`src/rtl/pio_fifo_pkg.sv`:
```
package pio_fifo_pkg;
  // phase_i[2:1] == 00 marks the data-out phase
  function automatic logic is_data_out(input logic [2:0] ph);
    return ph[2:1] == 2'b00;
  endfunction
endpackage

```
`src/rtl/pio_fifo_store.sv`:
```
module pio_fifo_store #(
  parameter int DEPTH  = 16,
  parameter int DW     = 8,
  localparam int PTR_W = $clog2(DEPTH)
) (
  input  logic             clk_i,
  input  logic             rst_ni,
  input  logic             we_i,
  input  logic [PTR_W-1:0] waddr_i,
  input  logic [DW-1:0]    wdata_i,
  input  logic             rsp_i,
  input  logic [DW-1:0]    rsp_code_i,
  input  logic [PTR_W-1:0] raddr_i,
  output logic [DW-1:0]    rdata_o
);
  logic [DW-1:0] mem_q [DEPTH];

  for (genvar g = 0; g < DEPTH; g++) begin : g_ent
    always_ff @(posedge clk_i or negedge rst_ni) begin
      if (!rst_ni) begin
        mem_q[g] <= '0;
      end else if (rsp_i && g < 2) begin
        mem_q[g] <= (g == 0) ? rsp_code_i : '0;
      end else if (we_i && waddr_i == PTR_W'(g)) begin
        mem_q[g] <= wdata_i;
      end
    end
  end

  assign rdata_o = mem_q[raddr_i];
endmodule

```
`src/rtl/pio_fifo_ctrl.sv`:
```
module pio_fifo_ctrl
  import pio_fifo_pkg::*;
#(
  parameter int DEPTH  = 16,
  localparam int PTR_W = $clog2(DEPTH),
  localparam int CNT_W = $clog2(DEPTH + 1),
  localparam int LIMIT = DEPTH - 1
) (
  input  logic             clk_i,
  input  logic             rst_ni,
  input  logic             wr_en_i,
  input  logic             rd_en_i,
  input  logic             cmd_mode_i,
  input  logic             rsp_load_i,
  input  logic [2:0]       phase_i,
  output logic             wr_ok_o,
  output logic             rd_ok_o,
  output logic             rd_zero_o,
  output logic             ovr_o,
  output logic [PTR_W-1:0] wptr_o,
  output logic [PTR_W-1:0] rptr_o,
  output logic [CNT_W-1:0] count_o
);
  logic [PTR_W-1:0] wptr_q, rptr_q;
  logic [CNT_W-1:0] cnt_q, cnt_d;
  logic             data_wr, full, rd_adv;

  assign data_wr   = wr_en_i && !cmd_mode_i && !rsp_load_i;
  assign full      = cnt_q == CNT_W'(LIMIT);
  assign wr_ok_o   = data_wr && !full;
  assign ovr_o     = data_wr && full;
  assign rd_ok_o   = rd_en_i && (cnt_q != '0) && !rsp_load_i;
  assign rd_zero_o = is_data_out(phase_i);
  assign rd_adv    = rd_ok_o && !rd_zero_o;
  assign cnt_d     = cnt_q + CNT_W'(wr_ok_o) - CNT_W'(rd_ok_o);

  always_ff @(posedge clk_i or negedge rst_ni) begin
    if (!rst_ni) begin
      cnt_q  <= '0;
      wptr_q <= '0;
      rptr_q <= '0;
    end else if (rsp_load_i) begin
      cnt_q  <= CNT_W'(2);
      wptr_q <= '0;
      rptr_q <= '0;
    end else begin
      cnt_q <= cnt_d;
      if (cnt_d == '0) begin
        wptr_q <= '0;
        rptr_q <= '0;
      end else begin
        wptr_q <= wptr_q + PTR_W'(wr_ok_o);
        rptr_q <= rptr_q + PTR_W'(rd_adv);
      end
    end
  end

  assign wptr_o  = wptr_q;
  assign rptr_o  = rptr_q;
  assign count_o = cnt_q;
endmodule

```
`src/rtl/pio_fifo_cmdbuf.sv`:
```
module pio_fifo_cmdbuf #(
  parameter int DEPTH  = 16,
  parameter int DW     = 8,
  localparam int PTR_W = $clog2(DEPTH),
  localparam int CNT_W = $clog2(DEPTH + 1)
) (
  input  logic             clk_i,
  input  logic             rst_ni,
  input  logic             wr_i,
  input  logic [DW-1:0]    wdata_i,
  input  logic             clr_i,
  input  logic [PTR_W-1:0] idx_i,
  output logic [DW-1:0]    rdata_o,
  output logic [CNT_W-1:0] len_o,
  output logic             ovr_o
);
  logic [DW-1:0]    buf_q [DEPTH];
  logic [CNT_W-1:0] len_q;
  logic             store;

  assign store = wr_i && !clr_i && (len_q != CNT_W'(DEPTH));
  assign ovr_o = wr_i && !clr_i && (len_q == CNT_W'(DEPTH));

  for (genvar g = 0; g < DEPTH; g++) begin : g_ent
    always_ff @(posedge clk_i or negedge rst_ni) begin
      if (!rst_ni) buf_q[g] <= '0;
      else if (store && len_q[PTR_W-1:0] == PTR_W'(g)) buf_q[g] <= wdata_i;
    end
  end

  always_ff @(posedge clk_i or negedge rst_ni) begin
    if (!rst_ni)    len_q <= '0;
    else if (clr_i) len_q <= '0;
    else if (store) len_q <= len_q + 1'b1;
  end

  assign rdata_o = buf_q[idx_i];
  assign len_o   = len_q;
endmodule

```
`src/rtl/pio_xfer_fifo.sv`:
```
module pio_xfer_fifo #(
  parameter int DEPTH  = 16,
  parameter int DW     = 8,
  localparam int PTR_W = $clog2(DEPTH),
  localparam int CNT_W = $clog2(DEPTH + 1)
) (
  input  logic             clk_i,
  input  logic             rst_ni,
  input  logic             wr_en_i,
  input  logic [DW-1:0]    wr_data_i,
  input  logic             rd_en_i,
  output logic [DW-1:0]    rd_data_o,
  input  logic [2:0]       phase_i,
  input  logic             cmd_mode_i,
  input  logic             cmd_clr_i,
  input  logic [PTR_W-1:0] cmd_idx_i,
  output logic [DW-1:0]    cmd_data_o,
  output logic [CNT_W-1:0] cmd_len_o,
  input  logic             rsp_load_i,
  input  logic [DW-1:0]    rsp_code_i,
  output logic [CNT_W-1:0] count_o,
  output logic             irq_o,
  output logic             ovr_o
);
  logic             wr_ok, rd_ok, rd_zero, data_ovr, cmd_ovr;
  logic [PTR_W-1:0] wptr, rptr;
  logic [DW-1:0]    mem_rd;
  logic [DW-1:0]    rd_q;
  logic             irq_q, ovr_q;

  pio_fifo_ctrl #(.DEPTH(DEPTH)) u_ctrl (
    .clk_i, .rst_ni, .wr_en_i, .rd_en_i, .cmd_mode_i, .rsp_load_i, .phase_i,
    .wr_ok_o(wr_ok), .rd_ok_o(rd_ok), .rd_zero_o(rd_zero), .ovr_o(data_ovr),
    .wptr_o(wptr), .rptr_o(rptr), .count_o(count_o)
  );

  pio_fifo_store #(.DEPTH(DEPTH), .DW(DW)) u_store (
    .clk_i, .rst_ni, .we_i(wr_ok), .waddr_i(wptr), .wdata_i(wr_data_i),
    .rsp_i(rsp_load_i), .rsp_code_i(rsp_code_i), .raddr_i(rptr),
    .rdata_o(mem_rd)
  );

  pio_fifo_cmdbuf #(.DEPTH(DEPTH), .DW(DW)) u_cmd (
    .clk_i, .rst_ni, .wr_i(wr_en_i && cmd_mode_i), .wdata_i(wr_data_i),
    .clr_i(cmd_clr_i), .idx_i(cmd_idx_i), .rdata_o(cmd_data_o),
    .len_o(cmd_len_o), .ovr_o(cmd_ovr)
  );

  always_ff @(posedge clk_i or negedge rst_ni) begin
    if (!rst_ni) begin
      rd_q  <= '0;
      irq_q <= 1'b0;
      ovr_q <= 1'b0;
    end else begin
      if (rd_ok) rd_q <= rd_zero ? '0 : mem_rd;
      irq_q <= rd_ok || rsp_load_i;
      ovr_q <= data_ovr || cmd_ovr;
    end
  end

  assign rd_data_o = rd_q;
  assign irq_o     = irq_q;
  assign ovr_o     = ovr_q;
endmodule

```
`config.mk`:
```
export PLATFORM = sky130hd
export DESIGN_NAME = pio_xfer_fifo
export DESIGN_NICKNAME = d
export VERILOG_FILES = /design/src/rtl/pio_fifo_pkg.sv /design/src/rtl/pio_fifo_store.sv /design/src/rtl/pio_fifo_ctrl.sv /design/src/rtl/pio_fifo_cmdbuf.sv /design/src/rtl/pio_xfer_fifo.sv
export SDC_FILE = /design/constraint.sdc
export NUM_CORES = 1
export LEC_CHECK = 0
export BUFFER_PORTS_ARGS = -buffer_cell sky130_fd_sc_hd__buf_2
export CAP_MARGIN = 20
export CORE_UTILIZATION = 44
export CTS_CLUSTER_DIAMETER = 30
export DETAILED_ROUTE_END_ITERATION = 6
export PLACE_DENSITY_LB_ADDON = 0.2
export SLEW_MARGIN = 10
export SYNTH_ARGS = -nofsm -noshare
export SYNTH_HDL_FRONTEND = slang
export SYNTH_HIERARCHICAL = 1
export SYNTH_SLANG_ARGS = --single-unit
```
`constraint.sdc`:
```
create_clock -name clk_i -period 6.1 [get_ports clk_i]
set_clock_uncertainty 0.05 [all_clocks]
set_input_delay 0.915 -clock clk_i [delete_from_list [all_inputs] [get_ports clk_i]]
set_output_delay 0.915 -clock clk_i [all_outputs]
set_load 0.02 [all_outputs]
```
# Word-level counts from Yosys, hierarchy flattened
# Cells that the tools add are included.
[classes] addsub=5 order_cmp=2 n_eq_ne=33 mux=18 n_bitwise=2 reduce_logical=58
[ops] op="2-to-1 mux 8 bit" count=9
[ops] op="binary-select mux 8 bit (select 4 bit)" count=2
[ops] op="== test 4 bit (second input constant)" count=16
[ops] op="logical AND 1 bit" count=43
[ops] op="== test 4 x 3 -> 1 bit (second input constant)" count=8
[ops] op="== test 4 x 2 -> 1 bit (second input constant)" count=4
[ops] op="2-to-1 mux 4 bit" count=4
[ops] op="2-to-1 mux 5 bit" count=3
[ops] op=">= comparator 5 bit (second input constant)" count=2
[ops] op="NOT 4 -> 5 bit" count=2
[ops] op="adder 4 x 1 -> 4 bit" count=2
[ops] op="== test 4 x 1 -> 1 bit (second input constant)" count=2
[ops] op="zero test 4 bit" count=2
[ops] op="nonzero test 2 bit" count=3
[ops] op="adder 5 x 1 -> 5 bit" count=1
[ops] op="adder 5 x 1 -> 5 bit (second input constant)" count=1
[ops] op="== test 5 x 4 -> 1 bit (second input constant)" count=1
[ops] op="== test 5 bit (second input constant)" count=1
[ops] op="zero test 1 bit" count=5
[ops] op="zero test 5 bit" count=1
[ops] op="!= test 5 bit (second input constant)" count=1
[ops] op="nonzero test 5 bit" count=1
[ops] op="subtractor 5 x 1 -> 5 bit" count=1
[ops] op="zero test 2 bit" count=1
[ops] op="logical OR 1 bit" count=2
[word_totals] ff_bits=284 input_bits=30 out_inout_bits=28 wordCells=157

# Depth between registers and ports, before layout
# Gate-level depths: netlist (run 1).
[depth] depth_word=9 ltp_mapped=13

# Modules after synthesis
# The synthesis (run 1) kept the hierarchy.
[modules_own_cells] module="pio_fifo_cmdbuf" n_inst=1 cells_each=394 area_per_inst_um2=6307.3 seq_area_each_um2=3328.2
[modules_own_cells] module="pio_fifo_store" n_inst=1 cells_each=393 area_per_inst_um2=5885.6 seq_area_each_um2=3203.1
[modules_own_cells] module="pio_fifo_ctrl" n_inst=1 cells_each=77 area_per_inst_um2=823.3 seq_area_each_um2=325.3
[modules_own_cells] module="pio_xfer_fifo" n_inst=1 cells_each=38 area_per_inst_um2=410.4 seq_area_each_um2=250.2

# Worst setup path after synthesis (run 1)
# Ideal clock, no wire load.
[synth_path] kind="in2reg" start="input rsp_load_i" end="register u_ctrl.wptr_q[3], in the netlist u_ctrl/wptr_o[3]" setup_ns=0.099 t_arrival_ns=3.275 setup_slack_ns=2.675 cell_stages=10 n_path_buf=0 cell_sequence="nor3b_1 -> ha_1 -> inv_1 -> ha_1 -> inv_1 -> fa_1 -> nand2b_1 -> a21oi_2 -> xnor2_2 -> a311oi_1"
[synth_between] elab_chain_cells=8 word_cells_on_any_way=10 classes_between="3 x add/sub; 2 x mux; 5 x reduce/logical"
[synth_rtl] element="start: declaration" line="pio_xfer_fifo.sv:19" source="input logic rsp_load_i,"
[synth_rtl] element="zero test 1 bit" line="pio_fifo_ctrl.sv:28, pio_fifo_ctrl.sv:32"
[synth_rtl] element="logical AND 1 bit" line="pio_fifo_ctrl.sv:28" source="assign data_wr = wr_en_i && !cmd_mode_i && !rsp_load_i;"
[synth_rtl] element="logical AND 1 bit" line="pio_fifo_ctrl.sv:30" source="assign wr_ok_o = data_wr && !full;"
[synth_rtl] element="adder 5 x 1 -> 5 bit" line="pio_fifo_ctrl.sv:35" source="assign cnt_d = cnt_q + CNT_W'(wr_ok_o) - CNT_W'(rd_ok_o);"
[synth_rtl] element="subtractor 5 x 1 -> 5 bit" line="pio_fifo_ctrl.sv:35"
[synth_rtl] element="zero test 5 bit" line="pio_fifo_ctrl.sv:48" source="if (cnt_d == '0) begin"
[synth_rtl] element="2-to-1 mux 4 bit" line="pio_fifo_ctrl.sv:48"
[synth_rtl] element="2-to-1 mux 4 bit (*)" line="pio_fifo_ctrl.sv:42" source="end else if (rsp_load_i) begin"
[synth_rtl] element="end signal: assignment" line="pio_fifo_ctrl.sv:52" source="wptr_q <= wptr_q + PTR_W'(wr_ok_o);"
[synth_rtl] element="end: declaration" line="pio_fifo_ctrl.sv:24" source="logic [PTR_W-1:0] wptr_q, rptr_q;"
# Mark *: on every way between the ends. The rest lies on a longest branch, timed or not.
# A chain may end at the register's enable or synchronous reset.

# Worst setup path in the final report (run 1)
[layout_path] start="input cmd_idx_i[0]" end="output cmd_data_o[7]"
[layout_between] elab_chain_cells=4
[layout_rtl] element="start: declaration" line="pio_xfer_fifo.sv:16" source="input logic [PTR_W-1:0] cmd_idx_i,"
[layout_rtl] element="NOT 4 -> 5 bit (implied by the code)" line="pio_fifo_cmdbuf.sv:37" source="assign rdata_o = buf_q[idx_i];"
[layout_rtl] element="binary-select mux 8 bit (select 4 bit)" line="pio_fifo_cmdbuf.sv:37"
[layout_rtl] element="2-to-1 mux 8 bit (implied by the code) (2 in a row)" line="pio_fifo_cmdbuf.sv:37"
[layout_rtl] element="end: declaration" line="pio_xfer_fifo.sv:17" source="output logic [DW-1:0] cmd_data_o,"
# Every way passes these cells. The select of a mux whose other input is x is not followed.

==> results of run 1 <==
[worst max-delay path: cells and delay by family]
kind / cells / cell delay, ns
AOI/OAI and AO/OA: 1 / 0.26
and+or+nand+nor: 1 / 0.08
muxes: 1 / 0.54
buffers and inverters: 3 / 1.21
[synthesized netlist by cell type, types with 3 or more instances]
library cell / count
nand3_1: 12
a22o_1: 8
dfrtp_1: 284
mux4_2: 64
buf_1: 9
buf_4: 5
a21oi_2: 3
buf_6: 6
nand3_4: 6
o21ai_0: 18
nand2_2: 4
xnor2_1: 3
or2_1: 3
ha_1: 15
nand2b_1: 6
a31oi_1: 8
mux2_4: 16
nor2_1: 20
nor2b_1: 8
inv_1: 23
a22oi_1: 32
and2_1: 3
xor2_1: 4
nor2_2: 9
clkbuf_1: 23
nand2_1: 20
or2_2: 3
buf_2: 10
nand3b_1: 11
nor3b_1: 3
a311oi_1: 8
mux2_2: 224
[kinds of logic after synthesis]
group	synth area share [%]
compound gates	4.352
xor+xnor	0.6989
fa+ha+maj	1.547
buf+inv	2.870
flops	52.93
mux	31.47
simple gates	6.132
[power breakdown]
group	internal [mW]	total, mW	switching, mW
clock network	2.11	3.15	1.04
registers	1.97	2.02	0.0507
logic	0.230	0.587	0.357
total	4.31	5.76	1.45
[metrics by stage]
step	setup WS (ns)	util (%)	std cells	hold slack, ns	cell area (um2)
detailed placement	2.065	46.90	1299	0.4371	13970
global placement	2.040	46.90	1299	0.4315	13970
floorplan	2.675	-	902	0.4094	13430
CTS	2.062	53.62	1409	0.2842	15980
finish	2.127	53.62	1409	0.2755	15980
global route	1.932	53.62	1409	0.3004	15980
[state kept, by name, indices dropped and copies added (netlist names)]
| signal | flops |
|---|---|
| rd_data_o | 8 |
| irq_o | 1 |
| u_cmd/len_o | 5 |
| u_ctrl/count_o | 5 |
| ovr_o | 1 |
| u_ctrl/rptr_o | 4 |
| u_cmd/buf_q | 128 |
| u_ctrl/wptr_o | 4 |
| u_store/mem_q | 128 |
[final cells by class]
| cell class | count | area share (%) |
|---|---|---|
| flip-flops and latches | 284 | 44.49 |
| multi-input cells | 539 | 37.18 |
| inverters | 24 | 0.5639 |
| clock buffers | 73 | 9.938 |
| well taps | 390 | 3.054 |
| repair buffers | 62 | 2.177 |
| clock inverters | 37 | 2.600 |
[worst max-delay path by stage]
stage / startpoint / slack [ns] / cells past startpoint / endpoint
6_report: cmd_idx_i[0] / 2.13 / 6 / cmd_data_o[7]
5_1_grt: cmd_idx_i[0] / 1.93 / 6 / cmd_data_o[1]
4_1_cts: cmd_idx_i[0] / 2.06 / 6 / cmd_data_o[7]
3_5_place_dp: cmd_idx_i[0] / 2.06 / 6 / cmd_data_o[7]
3_3_place_gp: cmd_idx_i[0] / 2.04 / 6 / cmd_data_o[7]
2_1_floorplan: rsp_load_i / 2.68 / 10 / u_ctrl/wptr_o[3]
[placed cells by master, fill, tap and decap left out, types with 11 or more instances in the layout]
cell,count
nand2_1,20
buf_2,55
nand3b_1,11
mux2_4,16
dfrtp_1,283
inv_1,23
clkinv_2,11
nand3_1,12
clkbuf_16,58
mux4_2,64
a22oi_1,32
nor2_1,20
ha_1,15
o21ai_0,18
mux2_2,224
[routing by layer]
metal  part of all wire, %  routed length [um]  track usage (%)  vias to the layer above
li1                      -                   -                -                     3537
met1                    48               14600            30.70                     4223
met2                    46               13890            30.28                      192
met3                   5.0                1540            3.243                       43
met4                   1.6                 482            5.244                        0
met5                     0                   0                0                        -
==> results.py, run 1 <==
metrics = {
    "place": {
        "dp_hpwl_mm": 18.33,
        "io_buffers": 56,
        "place.gp.congestion": 0.7769,
    },
    "global_routing": {
        "grt_pass1_vias": 8080,
        "track_usage_pct": 20.27,
        "antenna_found_initial": 0,
        "grt-ovfl-total": 0,
        "grt_pass1_wl_mm": 47.90,
        "grt_max_degree": 149,
    },
    "cells_and_area": {
        "drive_above_1_share_pct": 49.95,
        "fill_cells": 2476,
        "seqCellArea_um2": 7108,
        "nets": 1015,
        "multi_input_area_um2": 5939,
        "antenna_cells": 0,
        "area_delta_synth_final_pct": 18.99,
    },
    "synth": {
        "synth_top_area_share_pct": 52.93,
        "ys_seq_area_share_pct": 52.93,
        "synth_nets": 948,
        "ys_async_sr_fraction_pct": 100.0,
        "yosysUniqueCellTypes": 57,
        "synth_cells": 902,
        "synth.ff_latch_count": 284,
        "yosysWarnings": 6,
        "synth_area_um2": 13430,
        "syn_avg_cell_area_um2": 14.89,
        "synth_edf_count": 0,
        "synthFlopType": "dfrtp_1",
        "synthTopCellsByArea": "dfrtp_1, mux2_2, mux4_2, a22oi_1, mux2_4",
        "yosysTopAreaCell": "dfrtp_1",
    },
    "timing": {
        "rsz0062_at_grt": "no",
        "tightest_slew_ns": 1.098,
        "setup_tns_ns": 0,
        "final_hold_viol_count": 0,
        "max_freq_mhz": 251.7,
        "report.final.setup_viol": 0,
        "finalCritPeriodShare_pct": 65.12,
        "slew_headroom_pct": 26.50,
        "finalCriticalPeriod_ns": 3.973,
        "maxSlewViolCount": 0,
    },
    "worst_setup_path": {
        "ff2ff_path_depth": 14,
        "cp_max_fo": 24,
        "cp.required_ns": 5.13,
        "critPathLaunchType": "primary input",
        "r2r-end": "u_ctrl/rptr_o[3]",
        "critPathKind": "in -> out",
        "crit_path_end_kind": "primary output",
        "crit_path_frequent_cell": "buf_2",
        "worstPathArrival_ns": 3.01,
        "slowest_stage": "buf_2",
        "rrSetupSlack_ns": 2.92,
        "reg2reg_from": "u_ctrl/count_o[2]",
        "slowest_delay_ns": 0.67,
        "crit_path_cell_trace": "buf_2 -> buf_4 -> mux4_2 -> a22oi_1 -> nand2_1 -> buf_2",
    },
    "clock_network": {
        "numCtsBuffers": 58,
        "cts_setup_buffers": 0,
        "cts_buffer_depth": 3,
        "clkLatencyLatePin_ns": 0.56,
        "cts_resized": 0,
        "cts_sinks": 284,
        "clock-root-buffer": "clkbuf_16",
        "cts_tree": "yes",
        "ctsHoldBuffers": 0,
        "cts.htree.levels": 2,
        "clkSlewWorstSetupHoldPaths_ns": 0.04,
    },
    "drt": {
        "wl_per_cell_um": 21.66,
        "dr.pass1.iters": 5,
        "post-route-drc-count": 0,
        "wl_mm": 30.51,
        "num_vias": 7995,
        "viasPerCell": 5.674,
        "ant_nets": 0,
        "drtIter0Drc": 466,
    },
    "pwr": {
        "ir_worst_vdd_mv": 0.2306,
        "power.density_nw_per_um2": 360.7,
        "p_total_mw": 5.763,
        "leakage_nw": 7.559,
    },
    "hold_path": {
        "hp-class": "in -> async",
    },
    "floorplanning": {
        "core_area_um2": 29800,
        "io_pins": 58,
        "initial_core_util_pct": 45.06,
        "num_rows": 63,
        "die_y_um": 176.7,
        "die_w_um": 176.7,
        "die_area_um2": 31220,
    },
    "flow_run": {
        "maxCapViolCount": 0,
    },
    "run_status": {
        "outcome": "finished clean",
    },
}
Note: power is estimated with default switching activity, not from simulation.
==> run 2: changes to the inputs <==
==> constraint.sdc (replaced) <==
create_clock -name clk_i -period 3.4 [get_ports clk_i]
set_clock_uncertainty 0.05 [all_clocks]
set_input_delay 0.51 -clock clk_i [delete_from_list [all_inputs] [get_ports clk_i]]
set_output_delay 0.51 -clock clk_i [all_outputs]
set_load 0.02 [all_outputs]
==> results.py, run 2 (same netlist as run 1, synthesis figures left out) <==
metrics = {
    "drt": {
        "drtIter0Drc": 374,
        "ant_nets": 0,
        "num_vias": 7916,
        "wl_mm": 30.34,
        "post-route-drc-count": 0,
        "dr.pass1.iters": 4,
        "viasPerCell": 5.571,
        "wl_per_cell_um": 21.35,
    },
    "floorplanning": {
        "initial_core_util_pct": 45.06,
        "die_area_um2": 31220,
        "die_w_um": 176.7,
        "core_area_um2": 29800,
        "io_pins": 58,
        "num_rows": 63,
        "die_y_um": 176.7,
    },
    "global_routing": {
        "grt_pass1_vias": 8313,
        "grt_pass1_wl_mm": 48.46,
        "antenna_found_initial": 1,
        "track_usage_pct": 20.50,
        "grt-ovfl-total": 0,
        "grt_max_degree": 95,
    },
    "timing": {
        "max_freq_mhz": 335.8,
        "final_hold_viol_count": 0,
        "finalCritPeriodShare_pct": 87.59,
        "finalCriticalPeriod_ns": 2.978,
        "rsz0062_at_grt": "no",
        "maxSlewViolCount": 0,
        "hold_slack_ns": 0.1298,
        "slew_headroom_pct": 42.58,
        "tightest_slew_ns": 0.8566,
        "setup_tns_ns": 0,
        "report.final.setup_viol": 0,
    },
    "worst_setup_path": {
        "crit_path_end_kind": "flip-flop",
        "reg2reg_from": "u_ctrl/count_o[2]",
        "cp.required_ns": 3.80,
        "critPathKind": "reg -> reg",
        "slowest_delay_ns": 0.41,
        "ff2ff_path_depth": 13,
        "cp_max_fo": 9,
        "worstPathArrival_ns": 3.37,
        "slowest_stage": "dfrtp_1",
        "cp-startpoint": "u_ctrl/count_o[2]",
        "crit_path_cell_trace": "inv_1 -> ha_1 -> nor4b_1 -> nor3b_2 -> ha_1 -> inv_1 -> ha_1 -> inv_1 -> fa_1 -> nand2b_1 -> a21oi_2 -> xnor2_2 -> a311oi_1",
        "critPathLaunchType": "flip-flop",
    },
    "pwr": {
        "leakage_nw": 7.593,
        "power.density_nw_per_um2": 637.5,
        "ir_worst_vdd_mv": 0.3758,
    },
    "clock_network": {
        "numCtsBuffers": 59,
        "cts_resized": 0,
        "cts.htree.levels": 2,
        "clkSlewWorstSetupHoldPaths_ns": 0.05,
        "cts_sinks": 284,
        "clkLatencyLatePin_ns": 0.56,
        "cts_buffer_depth": 3,
        "cts_setup_buffers": 0,
        "clock-root-buffer": "clkbuf_16",
        "cts_tree": "yes",
    },
    "cells_and_area": {
        "fill_cells": 2443,
        "seqCellArea_um2": 7108,
        "drive_above_1_share_pct": 50.73,
        "layout_commonest_cell": "dfrtp_1",
        "nets": 1029,
        "area_delta_synth_final_pct": 19.78,
        "multi_input_area_um2": 5939,
        "antenna_cells": 0,
        "mostFrequentLayoutCells": "dfrtp_1, mux2_2, mux4_2",
    },
    "run_status": {
        "outcome": "finished clean",
    },
    "hold_path": {
        "hp-class": "in -> reg",
        "min_from": "rsp_load_i",
        "hold-path-cell-count": 2,
    },
    "place": {
        "io_buffers": 56,
        "place.gp.congestion": 0.7482,
        "dp_hpwl_mm": 18.86,
    },
    "flow_run": {
        "maxCapViolCount": 0,
    },
}
-- run 2: cell count changes in the layout (fill, tap and decap cells not counted), moves of 2 or more --
cell / previous run / this run
clkbuf_1: 7 / 4
clkinvlp_4: 6 / 13
buf_12: 1 / 4
inv_8: 2 / 0
bufinv_16: 6 / 4
buf_4: 5 / 14
clkinv_2: 11 / 7
clkinv_4: 4 / 7
-- run 2: worst max-delay path, delay by kind of cell (launching register included) --
| kind | cells | cell delay (ns) |
|---|---|---|
| AOI/OAI and AO/OA | 2 | 0.49 |
| xor gates and xnor gates | 1 | 0.16 |
| adders and majority gates | 4 | 0.98 |
| buffers and inverters | 3 | 0.21 |
| DFF | 1 | 0.41 |
| and+or+nand+nor | 3 | 0.57 |
-- run 2: repair_timing --
item	4_1_cts	5_1_grt
hold endpoints to repair	48	0
endpoints found under the setup margin	0	0
hold buffers	1	0
-- run 2: path summary, 6_finish.rpt --
check | slack [ns] | to
max reg2reg | 0.42 | u_ctrl/rptr_o[0]
min reg2reg | 0.45 | u_cmd/buf_q[10]
min in group asynchronous | 0.53 | u_cmd/buf_q[82]
min | 0.13 | u_ctrl/count_o[0]
max | 0.42 | u_ctrl/rptr_o[0]
max in group asynchronous | 1.93 | u_store/mem_q[29]
-- run 2: layout make-up --
cell class / count / share of cell area (%)
clock buffers: 70 / 9.872
clock inverters: 39 / 2.388
inverters: 24 / 0.5601
multi-input cells: 539 / 36.93
flip-flops and latches: 284 / 44.20
well taps: 390 / 3.034
repair buffers: 75 / 3.019
-- run 2: metrics by stage --
stage / worst slack, ns / area, um2 / util (%) / power (mW) / cells
global placement: 0.4772 / 14100 / 47.33 / 4.760 / 1311
floorplan: 0.2859 / 13430 / - / 4.405 / 902
finish: 0.4220 / 16080 / 53.98 / 10.25 / 1421
detailed placement: 0.3669 / 14100 / 47.33 / 4.774 / 1311
CTS: 0.3764 / 16080 / 53.98 / 10.38 / 1421
global route: 0.1795 / 16080 / 53.98 / 10.67 / 1421
-- run 2: metal layers --
layer  vias up  routed length (um)  global-route usage, %
met3        53                1433                  3.565
met2       151               14190                  31.78
met4         0                 563                  6.034
li1       3561                   -                      -
met5         -                   0                      0
met1      4151               14150                  29.52
-- run 2: where the power goes --
part | leakage, nW | internal [mW] | switching [mW] | total [mW]
clock network | 0.933 | 3.65 | 1.90 | 5.55
logic | 2.77 | 0.430 | 0.630 | 1.06
registers | 3.89 | 3.54 | 0.104 | 3.65
